[src/rtl/acc_alu_pkg.sv]
package acc_alu_pkg;

  localparam int FLAG_W = 4;
  localparam int FZ = 0;
  localparam int FC = 1;
  localparam int FV = 2;
  localparam int FN = 3;

  typedef enum logic [7:0] {
    OP_ADD  = 8'h08,
    OP_SUB  = 8'h09,
    OP_INC  = 8'h0A,
    OP_CLR  = 8'h0B,
    OP_AND  = 8'h0C,
    OP_OR   = 8'h0D,
    OP_XOR  = 8'h0E,
    OP_NOT  = 8'h0F,
    OP_ROL  = 8'h12,
    OP_ROR  = 8'h13,
    OP_SHL  = 8'h14,
    OP_SHR  = 8'h15
  } alu_op_e;

  typedef enum logic [2:0] {
    U_NONE,
    U_ARITH,
    U_BITW,
    U_SHIFT,
    U_CLEAR
  } unit_e;

  localparam logic [1:0] AR_ADD = 2'd0;
  localparam logic [1:0] AR_SUB = 2'd1;
  localparam logic [1:0] AR_INC = 2'd2;

  localparam logic [1:0] BW_AND = 2'd0;
  localparam logic [1:0] BW_OR  = 2'd1;
  localparam logic [1:0] BW_XOR = 2'd2;
  localparam logic [1:0] BW_NOT = 2'd3;

  localparam logic [1:0] SH_ROL = 2'd0;
  localparam logic [1:0] SH_ROR = 2'd1;
  localparam logic [1:0] SH_SHL = 2'd2;
  localparam logic [1:0] SH_SHR = 2'd3;

endpackage

[src/rtl/acc_alu_decode.sv]
module acc_alu_decode
  import acc_alu_pkg::*;
#(
  parameter int OPW = 8
) (
  input  logic [OPW-1:0] op,
  output unit_e          unit,
  output logic [1:0]     sel
);

  always_comb begin
    unit = U_NONE;
    sel  = 2'd0;
    case (op)
      OP_ADD: begin unit = U_ARITH; sel = AR_ADD; end
      OP_SUB: begin unit = U_ARITH; sel = AR_SUB; end
      OP_INC: begin unit = U_ARITH; sel = AR_INC; end
      OP_CLR: begin unit = U_CLEAR; sel = 2'd0;   end
      OP_AND: begin unit = U_BITW;  sel = BW_AND; end
      OP_OR:  begin unit = U_BITW;  sel = BW_OR;  end
      OP_XOR: begin unit = U_BITW;  sel = BW_XOR; end
      OP_NOT: begin unit = U_BITW;  sel = BW_NOT; end
      OP_ROL: begin unit = U_SHIFT; sel = SH_ROL; end
      OP_ROR: begin unit = U_SHIFT; sel = SH_ROR; end
      OP_SHL: begin unit = U_SHIFT; sel = SH_SHL; end
      OP_SHR: begin unit = U_SHIFT; sel = SH_SHR; end
      default: begin unit = U_NONE; sel = 2'd0; end
    endcase
  end

endmodule

[src/rtl/acc_alu_arith.sv]
module acc_alu_arith
  import acc_alu_pkg::*;
#(
  parameter int DW = 8
) (
  input  logic [DW-1:0] a,
  input  logic [DW-1:0] b,
  input  logic [1:0]    sel,
  output logic [DW-1:0] res,
  output logic          c,
  output logic          v
);

  localparam int MSB = DW - 1;

  logic [DW-1:0] opnd;
  logic          cin;
  logic [DW:0]   sum;
  logic [DW:0]   chk_add;

  // subtract is a + ~b + 1, so the carry out is the no-borrow indication
  always_comb begin
    case (sel)
      AR_SUB:  begin opnd = ~b; cin = 1'b1; end
      AR_INC:  begin opnd = {{(DW-1){1'b0}}, 1'b1}; cin = 1'b0; end
      default: begin opnd = b;  cin = 1'b0; end
    endcase
  end

  assign sum = {1'b0, a} + {1'b0, opnd} + {{DW{1'b0}}, cin};
  assign res = sum[DW-1:0];
  assign c   = sum[DW];
  assign v   = (a[MSB] == opnd[MSB]) && (res[MSB] != a[MSB]);

  assign chk_add = {1'b0, a} + {1'b0, b};

  // carry rules checked against plain unsigned arithmetic
  always_comb begin
    if (sel == AR_SUB) begin
      p_sub_carry_r3: assert (c == (a >= b));
    end
    if (sel == AR_ADD) begin
      p_add_carry_r2: assert (c == chk_add[DW]);
    end
  end

endmodule

[src/rtl/acc_alu_bitw.sv]
module acc_alu_bitw
  import acc_alu_pkg::*;
#(
  parameter int DW = 8
) (
  input  logic [DW-1:0] a,
  input  logic [DW-1:0] b,
  input  logic [1:0]    sel,
  output logic [DW-1:0] res
);

  always_comb begin
    case (sel)
      BW_AND:  res = a & b;
      BW_OR:   res = a | b;
      BW_XOR:  res = a ^ b;
      default: res = ~a;
    endcase
  end

endmodule

[src/rtl/acc_alu_shift.sv]
module acc_alu_shift
  import acc_alu_pkg::*;
#(
  parameter int DW = 8
) (
  input  logic [DW-1:0] a,
  input  logic [1:0]    sel,
  output logic [DW-1:0] res,
  output logic          c,
  output logic          v
);

  localparam int MSB = DW - 1;

  always_comb begin
    case (sel)
      SH_ROL:  begin res = {a[MSB-1:0], a[MSB]}; c = a[MSB]; end
      SH_ROR:  begin res = {a[0], a[MSB:1]};     c = a[0];   end
      SH_SHL:  begin res = {a[MSB-1:0], 1'b0};   c = a[MSB]; end
      default: begin res = {1'b0, a[MSB:1]};     c = a[0];   end
    endcase
  end

  assign v = a[MSB] ^ res[MSB];

endmodule

[src/rtl/acc_alu_flagreg.sv]
module acc_alu_flagreg
  import acc_alu_pkg::*;
(
  input  logic              clk,
  input  logic              rst_n,
  input  logic              we,
  input  logic [FLAG_W-1:0] mask,
  input  logic [FLAG_W-1:0] newf,
  output logic [FLAG_W-1:0] flags_q
);

  always_ff @(posedge clk or negedge rst_n) begin
    if (!rst_n) begin
      flags_q <= '0;
    end else if (we) begin
      flags_q <= (flags_q & ~mask) | (newf & mask);
    end
  end

  // strobe low: register holds
  p_hold_idle_r11: assert property (@(posedge clk) disable iff (!rst_n)
    !we |=> flags_q == $past(flags_q));

  // bits outside the operation's subset are never disturbed
  p_keep_unmasked_r6: assert property (@(posedge clk) disable iff (!rst_n)
    we |=> ((flags_q ^ $past(flags_q)) & ~$past(mask)) == '0);

endmodule

[src/rtl/acc_alu.sv]
module acc_alu
  import acc_alu_pkg::*;
#(
  parameter int DW  = 8,
  parameter int OPW = 8
) (
  input  logic              clk,
  input  logic              rst_n,
  input  logic [OPW-1:0]    op_i,
  input  logic [DW-1:0]     acc_i,
  input  logic [DW-1:0]     reg_i,
  input  logic              wr_en_i,
  output logic [DW-1:0]     result_o,
  output logic [FLAG_W-1:0] flags_o
);

  localparam int MSB = DW - 1;
  localparam logic [FLAG_W-1:0] M_ALL  = '1;
  localparam logic [FLAG_W-1:0] M_ZN   = FLAG_W'((1 << FZ) | (1 << FN));
  localparam logic [FLAG_W-1:0] CLR_PAT = FLAG_W'(1 << FZ);

  unit_e         unit;
  logic [1:0]    sel;
  logic [DW-1:0] ar_res, bw_res, sh_res;
  logic          ar_c, ar_v, sh_c, sh_v;
  logic [FLAG_W-1:0] newf, mask;
  logic          z_flag, n_flag;

  acc_alu_decode #(.OPW(OPW)) u_dec (
    .op  (op_i),
    .unit(unit),
    .sel (sel)
  );

  acc_alu_arith #(.DW(DW)) u_arith (
    .a  (acc_i),
    .b  (reg_i),
    .sel(sel),
    .res(ar_res),
    .c  (ar_c),
    .v  (ar_v)
  );

  acc_alu_bitw #(.DW(DW)) u_bitw (
    .a  (acc_i),
    .b  (reg_i),
    .sel(sel),
    .res(bw_res)
  );

  acc_alu_shift #(.DW(DW)) u_shift (
    .a  (acc_i),
    .sel(sel),
    .res(sh_res),
    .c  (sh_c),
    .v  (sh_v)
  );

  always_comb begin
    case (unit)
      U_ARITH: result_o = ar_res;
      U_BITW:  result_o = bw_res;
      U_SHIFT: result_o = sh_res;
      U_CLEAR: result_o = '0;
      default: result_o = acc_i;
    endcase
  end

  assign z_flag = (result_o == '0);
  assign n_flag = result_o[MSB];

  always_comb begin
    newf = '0;
    mask = '0;
    case (unit)
      U_ARITH: begin
        newf[FZ] = z_flag; newf[FC] = ar_c; newf[FV] = ar_v; newf[FN] = n_flag;
        mask = M_ALL;
      end
      U_SHIFT: begin
        newf[FZ] = z_flag; newf[FC] = sh_c; newf[FV] = sh_v; newf[FN] = n_flag;
        mask = M_ALL;
      end
      U_BITW: begin
        newf[FZ] = z_flag; newf[FN] = n_flag;
        mask = M_ZN;
      end
      U_CLEAR: begin
        newf = CLR_PAT;
        mask = M_ALL;
      end
      default: begin
        newf = '0;
        mask = '0;
      end
    endcase
  end

  acc_alu_flagreg u_flags (
    .clk    (clk),
    .rst_n  (rst_n),
    .we     (wr_en_i),
    .mask   (mask),
    .newf   (newf),
    .flags_q(flags_o)
  );

  // clear loads its fixed pattern
  p_clear_pattern_r5: assert property (@(posedge clk) disable iff (!rst_n)
    (wr_en_i && op_i == OP_CLR) |=> flags_o == CLR_PAT);

  // zero and negative track the result of any recognised code
  p_zero_track_r9: assert property (@(posedge clk) disable iff (!rst_n)
    (wr_en_i && unit != U_NONE) |=> flags_o[FZ] == ($past(result_o) == '0));

  p_neg_track_r9: assert property (@(posedge clk) disable iff (!rst_n)
    (wr_en_i && unit != U_NONE) |=> flags_o[FN] == $past(result_o[MSB]));

  // unrecognised code leaves the status alone
  p_unknown_keep_r1: assert property (@(posedge clk) disable iff (!rst_n)
    (unit == U_NONE) |=> flags_o == $past(flags_o));

endmodule

[config.mk]
export PLATFORM = sky130hd
export DESIGN_NAME = acc_alu
export DESIGN_NICKNAME = d
export VERILOG_FILES = /design/src/rtl/acc_alu_pkg.sv /design/src/rtl/acc_alu_decode.sv /design/src/rtl/acc_alu_arith.sv /design/src/rtl/acc_alu_bitw.sv /design/src/rtl/acc_alu_shift.sv /design/src/rtl/acc_alu_flagreg.sv /design/src/rtl/acc_alu.sv
export SDC_FILE = /design/constraint.sdc
export NUM_CORES = 1
export LEC_CHECK = 0
export ABC_AREA = 1
export BUFFER_PORTS_ARGS = -buffer_cell sky130_fd_sc_hd__buf_2
export CORE_ASPECT_RATIO = 1.25
export CORE_UTILIZATION = 35
export CTS_CLUSTER_DIAMETER = 150
export DETAILED_ROUTE_END_ITERATION = 16
export GPL_TIMING_DRIVEN = 0
export REMOVE_ABC_BUFFERS = 1
export SLEW_MARGIN = 40
export SYNTH_ARGS = -nofsm -noshare
export SYNTH_HDL_FRONTEND = slang
export SYNTH_SLANG_ARGS = --single-unit
[constraint.sdc]
create_clock -name clk -period 8.6 [get_ports clk]
set_input_delay 1.29 -clock clk [delete_from_list [all_inputs] [get_ports clk]]
set_output_delay 1.29 -clock clk [all_outputs]
set_load 0.01 [all_outputs]
## After elaboration in Yosys (flattened, before gate mapping)

Memory sizes are Yosys's and may differ from the RTL's.
Cells that the tools add are included.

- Add/subtract/negate cells: 2
- Multipliers: 0
- Div/mod/pow operators: 0
- Magnitude comparators: 0
- Eq/ne operators: 8
- Shifts and indexed selects: 0
- Multiplexer cells: 11
- Bitwise operators: 10
- Reduce and logical (&&, ||, !) cells: 7

Operator list:

| kind | number |
|---|---|
| $pmux 8 s3 | 2 |
| $pmux 8 s4 | 1 |
| $not 8->8 | 2 |
| $pmux 8 s2 | 1 |
| $add 8x8->9 | 1 |
| $add 9x1->9 | 1 |
| $and 4x4->4 | 2 |
| $and 8x8->8 | 1 |
| $logic_not 8->1 | 1 |
| $or 8x8->8 | 1 |
| $pmux 4 s2 | 1 |
| $xor 8x8->8 | 1 |
| $eq 3x2->1 const B | 2 |
| $reduce_or 3->1 | 2 |
| $mux 5 | 1 |
| $not 4->4 | 1 |
| $or 4x4->4 | 1 |
| $pmux 2 s2 | 1 |
| $eq 3x1->1 const B | 1 |
| $eq 3x3->1 const B | 1 |
| $logic_not 3->1 | 1 |
| $mux 1 | 3 |
| $eq 2x1->1 const B | 1 |
| $eq 2x2->1 const B | 1 |
| other kinds (7) | 7 |

- Flip-flop bits (word level): 4
- Latch bits: 0
- RAM bits: 0
- ROM bits: 160
- Input bits: 27
- Logic and storage cells: 40
- Memories kept: 1

Memories:

| name | words | bits a word | read ports | clocked after memory_dff | wr ports | RTL line | text |
|---|---|---|---|---|---|---|---|
| (no name shown) | 32 | 5 | 1 | 0 | 0 | acc_alu_decode.sv:14 | `case (op)` |

## Longest topological paths before layout

Gate-level depths: netlist (run 1).

- Depth in word-level cells: 11
- Gate-level depth with buffers: 26

## By module

Synthesis (run 1) repeated with hierarchy kept, for this count alone.

- Cells, all modules: 340
- Area total of the unflattened synthesis: 1964.4 um^2

Modules (own cells, without submodules):

| module | times used | cells an instance | area an instance (um^2) | sequential area each (um^2) |
|---|---|---|---|---|
| acc_alu_bitw | 1 | 86 | 560.5 | 0.0 |
| acc_alu_arith | 1 | 83 | 533.0 | 0.0 |
| acc_alu | 1 | 85 | 397.9 | 0.0 |
| acc_alu_flagreg | 1 | 21 | 170.2 | 100.1 |
| acc_alu_decode | 1 | 35 | 156.4 | 0.0 |
| acc_alu_shift | 1 | 30 | 146.4 | 0.0 |

## Worst setup path after synthesis (run 1)

Ideal clock, no wire load.

- Path kind: in2out
- Start point: input op_i[1]
- End point: output result_o[6]
- Data arrival time: 4.268 ns
- Data required time: 7.310 ns
- Path slack: 3.042 ns
- Stages: 18
- Path buffers: 1
- Cells stage by stage: inv_1 > ha_1 > a21oi_1 > nor3_1 > inv_1 > ha_1 > clkbuf_1 > o31ai_1 > fa_1 > fa_1 > nand3b_1 > nand2_1 > a21oi_1 > or2_2 > nand2_1 > nand3b_1 > o21ai_2 > inv_1

- Word-level cells in the longest chain between the ends: 7
- Elaborated cells on any way between the ends: 16

RTL lines:

| what | RTL line | text |
|---|---|---|
| start: declaration | acc_alu.sv:9 | `input logic [OPW-1:0] op_i,` |
| $mem_v2 32x5 (*) | -- |  |
| $mux 5 (*) | acc_alu_decode.sv:14 |  |
| $eq 2x2->1 or $eq 2x1->1 (tied branches) | acc_alu_arith.sv:23, acc_alu_bitw.sv:13, acc_alu_shift.sv:16 |  |
| $pmux 8 s2 | acc_alu_arith.sv:23 | `case (sel)` |
| $add 8x8->9 | acc_alu_arith.sv:30 | `assign sum = {1'b0, a} + {1'b0, opnd} + {{DW{1'b0}}, cin};` |
| $add 9x1->9 | acc_alu_arith.sv:30 |  |
| $pmux 8 s4 (*) | acc_alu.sv:60 | `case (unit)` |
| end: declaration | acc_alu.sv:13 | `output logic [DW-1:0] result_o,` |

Every way passes the cells marked *; elsewhere a longest branch is shown, timed or not.

## Worst setup path after layout (run 1)

Same ends and word-level chain as after synthesis.

==> results of run 1 <==
==> synthesized netlist by cell type <==
cell type	number
nor2_4	2
o21ai_0	14
nand4_1	6
nor2_1	37
nand2_1	77
dfrtp_1	4
nand2_4	2
ha_1	29
o22ai_1	1
clkbuf_2	1
o211ai_2	1
nand3b_1	3
buf_6	1
nor3_1	1
a21oi_1	23
inv_2	2
a32oi_1	1
a22o_2	1
clkbuf_1	3
o21ai_2	1
fa_1	2
nand3_2	3
inv_1	51
xor2_1	4
or2_2	1
nand2_2	3
nand3_1	28
nand3_4	1
a21oi_2	1
nor2_2	3
buf_2	1
a31oi_1	2
o31ai_1	1
a21oi_4	1
o211ai_1	4
==> layer usage <==
metal  share of wire (%)  routed length [um]
met3                 5.0                 265
met2                  48                2550
met4                 2.1                 110
met5                   0                   0
met1                  45                2370
==> critical path: cells and delay by family <==
kind,cells,cell delay [ns]
compound gates,4,0.37
buf+inv,5,0.55
fa+ha+maj,4,1.53
simple gates,6,1.12
==> cell families after synthesis <==
group / after synthesis / synth area share, %
and+or+nand+nor: 167 / 41.7
buffers and inverters: 59 / 12.5
xor gates and xnor gates: 4 / 1.90
DFF: 4 / 5.42
AOI/OAI and AO/OA: 51 / 16.6
adders and majority gates: 31 / 21.8
==> layout make-up <==
type	instances	share of cell area, %
Timing Repair Buffer	38	8.96
Sequential cell	4	4.72
Multi-Input combinational cell	253	71.3
Tap cell	62	3.66
Inverter	53	9.37
Clock buffer	3	1.95
==> final timing paths <==
check,slack (ns),depth (start not counted),endpoint,startpoint
min,0.49,1,flip-flop,flip-flop
max in group asynchronous,7.61,1,async pin,rst_n
min in group asynchronous,0.87,1,async pin,rst_n
min reg2reg,0.49,1,flip-flop,flip-flop
max reg2reg,7.89,1,flip-flop,flip-flop
max,2.44,19,result_o[6],op_i[1]
==> power groups by stage <==
| stage | clock, mW | combinational, mW | sequential [mW] |
|---|---|---|---|
| floorplan | 0 | 0.0611 | 0.0298 |
| global placement | 0 | 0.0953 | 0.0271 |
| detailed placement | 0 | 0.0964 | 0.0270 |
| CTS | 0.0402 | 0.0968 | 0.0268 |
| global route | 0.0415 | 0.111 | 0.0276 |
| finish | 0.0391 | 0.0967 | 0.0268 |
==> results.toml, run 1 <==
[timing]
skew_ns = 0
hold_ws_ns = 0.494
worst_pin_slew_ns = 0.521
finalCriticalPeriod_ns = 6.16
rsz0062_at_grt = "false"
max_freq_mhz = 162
worst_slack_ns = 2.44
finalCritPeriodShare_pct = 71.6
setup_viol = 0
setup_tns_ns = 0
slew_headroom_pct = 65.3
drv_slew = 0
hold_viol_final = 0

[placed_design]
dp.cells = 410
port_buffers = 38
dp.final_hpwl_mm = 4.35
dpl-instance-area_mm2 = 0.00208
place.gp.congestion = 0.856
place_ws_ns = 2.45

[floorplan]
die_area_mm2 = 0.00557
die_width_um = 67.0
ios = 39
coreArea_mm2 = 0.00508
die_h_um = 83.2
start_util_pct = 36.3
placementRows = 29

[clocking]
clkLatencyLatePin_ns = 0.21
cts.repair.resized = 0
cts_tree = "built"
clkTransAtPathRegs_ns = 0.03
cts_buffers = 3
cts.sink_count = 4
clockRootBuffer = "clkbuf_8"
cts_setup_buffers = 0
htree_levels = 1
cts_buffer_depth = 2
ctsHoldBuffers = 0

[worst_setup_path]
crit_path_frequent_cell = "inv_1"
endpoint_kind = "output port"
timing.critical_path.cells = "buf_2 > inv_1 > ha_1 > a21oi_1 > nor3_1 > inv_1 > ha_1 > o31ai_1 > fa_1 > fa_1 > nand3b_1 > nand2_1 > a21oi_1 > or2_2 > nand2_1 > nand3b_1 > o21ai_2 > inv_1 > buf_2"
required_ns = 7.31
critPathLaunchType = "input port"
arrival_ns = 4.87
worst_path_max_delay_cell = "ha_1"
cpPeakStageDelay_ns = 0.53
worst-setup-path-type = "input port to output port"
crit_fanout = 9

[logic_synthesis]
synth_top_area_share_pct = 19.7
synth_top_cells_by_area = "ha_1 20%, nand2_1 16%, inv_1 10%"
postSynthCellCount = 316
ys_seq_elements = 4
syn_area_mm2 = 0.00185
synth_area_per_cell_um2 = 5.84
ys_seq_area_share_pct = 5.42
ys_warn_count = 0
synth.distinct_cells = 35
synth.largest_area_cell = "ha_1"

[global_route]
use_met3_pct = 1.24
grt_max_degree = 14
overflow = 0
antenna_found_initial = 0
grt_pass1_vias = 1903
grt_usage_pct = 20.1
grt_pass1_wl_mm = 8.83
use_met1_pct = 26.1
top_usage_layer = "met2"
grt.met2_usage_pct = 34.9

[finish]
antenna_cells = 0
fillCellCount = 583
drive_gt1_share_pct = 17.9
multi_input_area_mm2 = 0.00151
mostFrequentLayoutCell = "nand2_1"
postLayoutCellArea_mm2 = 0.00212
final_cell_mix = "77 x nand2_1, 51 x inv_1, 38 x buf_2"
syn2layout_area_growth_pct = 15.0
finalNonFillerCells = 413
post-route-util_pct = 41.8
regArea_um2 = 100
nNetsFinal = 411

[power]
peakVddDrop_mv = 0.0403
clkPwrFrac_pct = 24.1
p_per_area_mw_per_mm2 = 76.6
power_frac_seq_pct = 16.5
p_total_uw = 163
p_switching_uw = 71.2
combinationalPowerShare_pct = 59.5
leakagePower_nw = 1.21
internal-power_uw = 91.4
sw_frac_of_total_pct = 43.8

[route]
routed_wl_mm = 5.30
drc = 0
vias = 2103
initialDrtViolationCount = 86
wire_per_inst_um = 12.8
drt-vias-per-instance = 5.09
first_pass_iters = 4
drtAntennaViolNets = 0

[job]
cap_violations = 0

[status]
status = "complete, no violations"

[worst_hold_path]
hold_path_class = "flip-flop to flip-flop"
No activity file was read; power rests on OpenSTA's default activity.
==> inputs of run 2 (changes only) <==
--- a/config.mk
+++ b/config.mk
@@ -5,7 +5,7 @@
 export SDC_FILE = /design/constraint.sdc
 export NUM_CORES = 1
 export LEC_CHECK = 0
-export ABC_AREA = 1
+export ABC_AREA = 0
 export BUFFER_PORTS_ARGS = -buffer_cell sky130_fd_sc_hd__buf_2
 export CORE_ASPECT_RATIO = 1.25
 export CORE_UTILIZATION = 35
==> constraint.sdc (replaced) <==
create_clock -name clk -period 5.39 [get_ports clk]
set_input_delay 0.8085 -clock clk [delete_from_list [all_inputs] [get_ports clk]]
set_output_delay 0.8085 -clock clk [all_outputs]
set_load 0.01 [all_outputs]
==> results.toml, run 2 <==
[clocking]
htree_levels = 1
cts_buffers = 3
cts_setup_buffers = 0
clockRootBuffer = "clkbuf_8"
cts_buffer_depth = 2
cts_tree = "built"
ctsHoldBuffers = 0
cts.repair.resized = 3
clkTransAtPathRegs_ns = 0.03
clkLatencyLatePin_ns = 0.22
cts.sink_count = 4

[power]
p_per_area_mw_per_mm2 = 120
leakagePower_nw = 0.959
p_total_uw = 239
peakVddDrop_mv = 0.0378

[route]
drt-vias-per-instance = 5.57
vias = 1833
first_pass_iters = 6
drtAntennaViolNets = 0
wire_per_inst_um = 14.2
drc = 0
routed_wl_mm = 4.66
initialDrtViolationCount = 69

[worst_setup_path]
crit_fanout = 10
rr_worst_depth = 3
critPathLaunchType = "input port"
arrival_ns = 4.30
endpoint_kind = "output port"
required_ns = 4.58
worst-setup-path-type = "input port to output port"
cp-startpoint = "op_i[2]"
rrSetupSlack_ns = 4.12
crit_end = "result_o[6]"

[status]
status = "complete, no violations"

[timing]
skew_ns = 0
worst_slack_ns = 0.282
drv_slew = 0
worst_pin_slew_ns = 0.643
finalCritPeriodShare_pct = 94.8
max_freq_mhz = 196
slew_headroom_pct = 57.2
setup_viol = 0
hold_viol_final = 0
finalCriticalPeriod_ns = 5.11
rsz0062_at_grt = "false"

[placed_design]
dp.final_hpwl_mm = 3.61
port_buffers = 38
place_ws_ns = -0.0900
place.gp.congestion = 0.832

[finish]
mostFrequentLayoutCell = "buf_2"
syn2layout_area_growth_pct = 19.2
nNetsFinal = 331
final_cell_mix = "38 x buf_2, 28 x nand2_1, 27 x ha_1"
drive_gt1_share_pct = 22.1
antenna_cells = 0

[logic_synthesis]
synth_async_sr_flop_share_pct = 100
synth_top_family_by_area = "compound AO/OA/AOI/OAI gates"
yosysMostFrequentCell = "ha_1"
synth_compound_area_share_pct = 32.3
ys_warn_count = 0
ys_seq_area_share_pct = 5.97
synth-edff-count = 0
synth-xor-area-share_pct = 1.57
syn_area_mm2 = 0.00168
synth-main-ff-cell = "dfrtp_1"
synth.cells.most_frequent = "29 x ha_1, 28 x nand2_1, 26 x inv_1, 26 x o21ai_0, 19 x a21oi_1"
synth_area_per_cell_um2 = 7.10
synth_top_cells_by_area = "ha_1 22%, o21ai_0 7.8%, nand2_1 6.3%"
synthSimpleGateAreaFrac_pct = 24.7
synth.largest_area_cell = "ha_1"
synth_top_area_share_pct = 21.7
synth.distinct_cells = 50
postSynthCellCount = 236
ys_seq_elements = 4
synth_mux_area_share_pct = 3.58
synth_adder_area_share_pct = 24.0

[global_route]
antenna_found_initial = 0
overflow = 0
grt_pass1_vias = 1782
grt_max_degree = 17
grt_pass1_wl_mm = 8.13
grt_usage_pct = 20.1

[floorplan]
die_h_um = 79.4
placementRows = 27
start_util_pct = 37.3
die_width_um = 63.9
coreArea_mm2 = 0.00449
die_area_mm2 = 0.00507
ios = 39

[job]
cap_violations = 0

[worst_hold_path]
hold_path_class = "input port to async pin"
run 2: how the worst min path moves through the flow:
stage | depth (start not counted) | slack, ns | start | endpoint
2_1_floorplan | 0 | 0.51 | rst_n | async pin
3_3_place_gp | 2 | 0.49 | flip-flop | flip-flop
3_5_place_dp | 2 | 0.50 | flip-flop | flip-flop
4_1_cts | 1 | 0.38 | rst_n | async pin
5_1_grt | 1 | 0.38 | rst_n | async pin
6_report | 1 | 0.38 | rst_n | async pin
run 2: worst max-delay path: stages:
cell	delay, ns
buf_2	0.16
and4bb_1	0.22
a21o_2	0.20
o21ai_4	0.22
nor2_4	0.08
ha_2	0.46
a211oi_1	0.08
a21o_1	0.17
fa_1	0.40
fa_1	0.42
nand2b_1	0.18
a21oi_1	0.18
o21ai_0	0.16
nand2_1	0.11
xnor2_1	0.08
o221ai_2	0.21
buf_2	0.18
run 2: power by group:
group / internal (mW) / leakage, nW / switching [mW]
registers: 0.0363 / 0.0513 / 0.00333
logic: 0.0581 / 0.886 / 0.0764
clock network: 0.0477 / 0.0216 / 0.0169
total: 0.142 / 0.959 / 0.0966
run 2: cell families after synthesis:
family | count (synthesis)
compound gates | 82
simple gates | 77
buf+inv | 33
fa+ha+maj | 31
mux | 6
flops | 4
xor+xnor | 3
run 2: cell type report:
class                   count  area [um2]
fillers                   483        2500
multi-input cells         199        1490
repair buffers             38         190
inverters                  27         101
flip-flops and latches      4         100
well taps                  58        72.6
clock buffers               3        41.3
run 2: metrics by stage:
| step | cell area, um2 | util, % | TNS, ns | hold slack [ns] | instances |
|---|---|---|---|---|---|
| after floorplan | 1650 | - | 0 | 0.513 | 230 |
| after global placement | 1910 | 42.5 | -0.172 | 0.492 | 326 |
| after detailed placement | 1910 | 42.5 | -0.141 | 0.499 | 326 |
| after CTS | 1960 | 43.6 | 0 | 0.382 | 329 |
| after global routing | 2000 | 44.4 | 0 | 0.378 | 329 |
| final | 2000 | 44.4 | 0 | 0.383 | 329 |
run 2: per-layer routing:
layer  up-vias  global-route usage (%)  wire, um
li1        927                       -         -
met1       849                    24.2      2100
met2        48                    35.1      2280
met3         9                    1.87       174
met4         0                    10.2       104
met5         -                       0         0
==> inputs of run 3 (changes only) <==
--- a/config.mk
+++ b/config.mk
@@ -12,6 +12,7 @@
 export CTS_CLUSTER_DIAMETER = 150
 export DETAILED_ROUTE_END_ITERATION = 16
 export GPL_TIMING_DRIVEN = 0
+export PLACE_DENSITY = 0.61
 export REMOVE_ABC_BUFFERS = 1
 export SLEW_MARGIN = 40
 export SYNTH_ARGS = -nofsm -noshare
==> results.toml, run 3 (same netlist as run 2, synthesis figures left out) <==
[finish]
post-route-util_pct = 44.5
multi_input_area_mm2 = 0.00149
fillCellCount = 465
nNetsFinal = 331
regArea_um2 = 100
postLayoutCellArea_mm2 = 0.00200
antenna_cells = 0
syn2layout_area_growth_pct = 19.3
final_cell_mix = "38 x buf_2, 28 x nand2_1, 27 x ha_1"
mostFrequentLayoutCell = "buf_2"
drive_gt1_share_pct = 21.8

[timing]
drv_slew = 0
setup_viol = 0
max_freq_mhz = 195
rsz0062_at_grt = "false"
finalCriticalPeriod_ns = 5.13
skew_ns = 0
worst_pin_slew_ns = 0.664
hold_viol_final = 0
setup_tns_ns = 0
finalCritPeriodShare_pct = 95.2
slew_headroom_pct = 55.8

[floorplan]
coreArea_mm2 = 0.00449
die_h_um = 79.4
ios = 39
placementRows = 27
die_area_mm2 = 0.00507
start_util_pct = 37.3
die_width_um = 63.9

[clocking]
cts.sink_count = 4
cts_buffers = 3
cts_setup_buffers = 0
clkTransAtPathRegs_ns = 0.03
htree_levels = 1
clockRootBuffer = "clkbuf_8"
cts_tree = "built"
clkLatencyLatePin_ns = 0.21
cts_buffer_depth = 2

[global_route]
grt_pass1_wl_mm = 7.98
overflow = 0
grt_pass1_vias = 1776
grt_max_degree = 17
grt_usage_pct = 19.7
antenna_found_initial = 0

[worst_setup_path]
arrival_ns = 4.32
endpoint_kind = "output port"
critPathLaunchType = "input port"
required_ns = 4.58
worst-setup-path-type = "input port to output port"
crit_fanout = 10

[route]
drt-vias-per-instance = 5.57
initialDrtViolationCount = 56
wl_met3_um = 126
wire_per_inst_um = 14.5
topRoutingLayerUsed = "met4"
routedLengthMet1_mm = 2.19
first_pass_iters = 4
drc = 0
routed_wl_mm = 4.76
wl_met2_mm = 2.41
drtAntennaViolNets = 0
vias = 1833

[placed_design]
port_buffers = 38
dp.final_hpwl_mm = 3.65
place.gp.congestion = 0.828
dpl-instance-area_mm2 = 0.00191

[status]
status = "complete, no violations"

[power]
p_total_uw = 238
peakVddDrop_mv = 0.0452
leakagePower_nw = 0.952
p_per_area_mw_per_mm2 = 119

[job]
cap_violations = 0

[worst_hold_path]
hold_path_class = "input port to async pin"
-- run 3: cell counts in the layout (fill, tap and decap cells not counted) --
No cell type changed its count.
-- run 3: final cells by class --
cell class	instances	share of cell area (%)
Clock buffer	3	2.07
Inverter	27	5.07
Multi-Input combinational cell	199	74.7
Sequential cell	4	5.01
Tap cell	58	3.63
Timing Repair Buffer	38	9.52
-- run 3: what timing repair did --
item,in CTS,in global routing
endpoints found under the setup margin,2,2
gates resized for setup,3,9
hold buffers,0,0
pin swaps,0,0
-- run 3: layer usage --
layer / global-route usage [%] / vias up
met5: 0 / -
met4: 7.50 / 0
met3: 1.29 / 4
met2: 36.4 / 34
met1: 23.3 / 869
li1: - / 926
-- run 3: critical path, cell delays in order --
cell and delay (ns):
buf_2 0.13, and2b_4 0.23, a21o_2 0.23, o21ai_4 0.21, nor2_4 0.09, inv_2 0.18, ha_4 0.25, a211oi_1 0.07
a21o_1 0.16, fa_1 0.40, fa_1 0.42, nand2b_1 0.18, a21oi_1 0.20, o21ai_0 0.16, nand2_1 0.11, xnor2_1 0.08
o221ai_2 0.22, buf_2 0.19
-- run 3: metrics by stage --
| stage | std cells | setup slack (ns) | hold WS, ns |
|---|---|---|---|
| final | 329 | 0.259 | 0.389 |
| after global routing | 329 | 0.0183 | 0.393 |
| after CTS | 329 | 0.0340 | 0.389 |
| after detailed placement | 326 | -0.0756 | 0.498 |
| after global placement | 326 | -0.0921 | 0.492 |
| after floorplan | 230 | 0.736 | 0.513 |
-- run 3: power by group --
group	internal [mW]	switching, mW	total, mW
Combinational	0.0583	0.0776	0.136
Sequential	0.0363	0.00336	0.0396
Clock	0.0476	0.0152	0.0628
-- run 3: worst paths after layout --
path                            from     endpoint  slack [ns]  cells after the start
setup / recovery             op_i[4]  result_o[6]        0.26                     18
hold / removal                 rst_n    async pin        0.39                      1
setup reg to reg           flip-flop    flip-flop        4.10                      3
hold reg to reg            flip-flop    flip-flop        0.50                      2
max in group asynchronous      rst_n    async pin        4.88                      1
min in group clk           flip-flop    flip-flop        0.50                      2
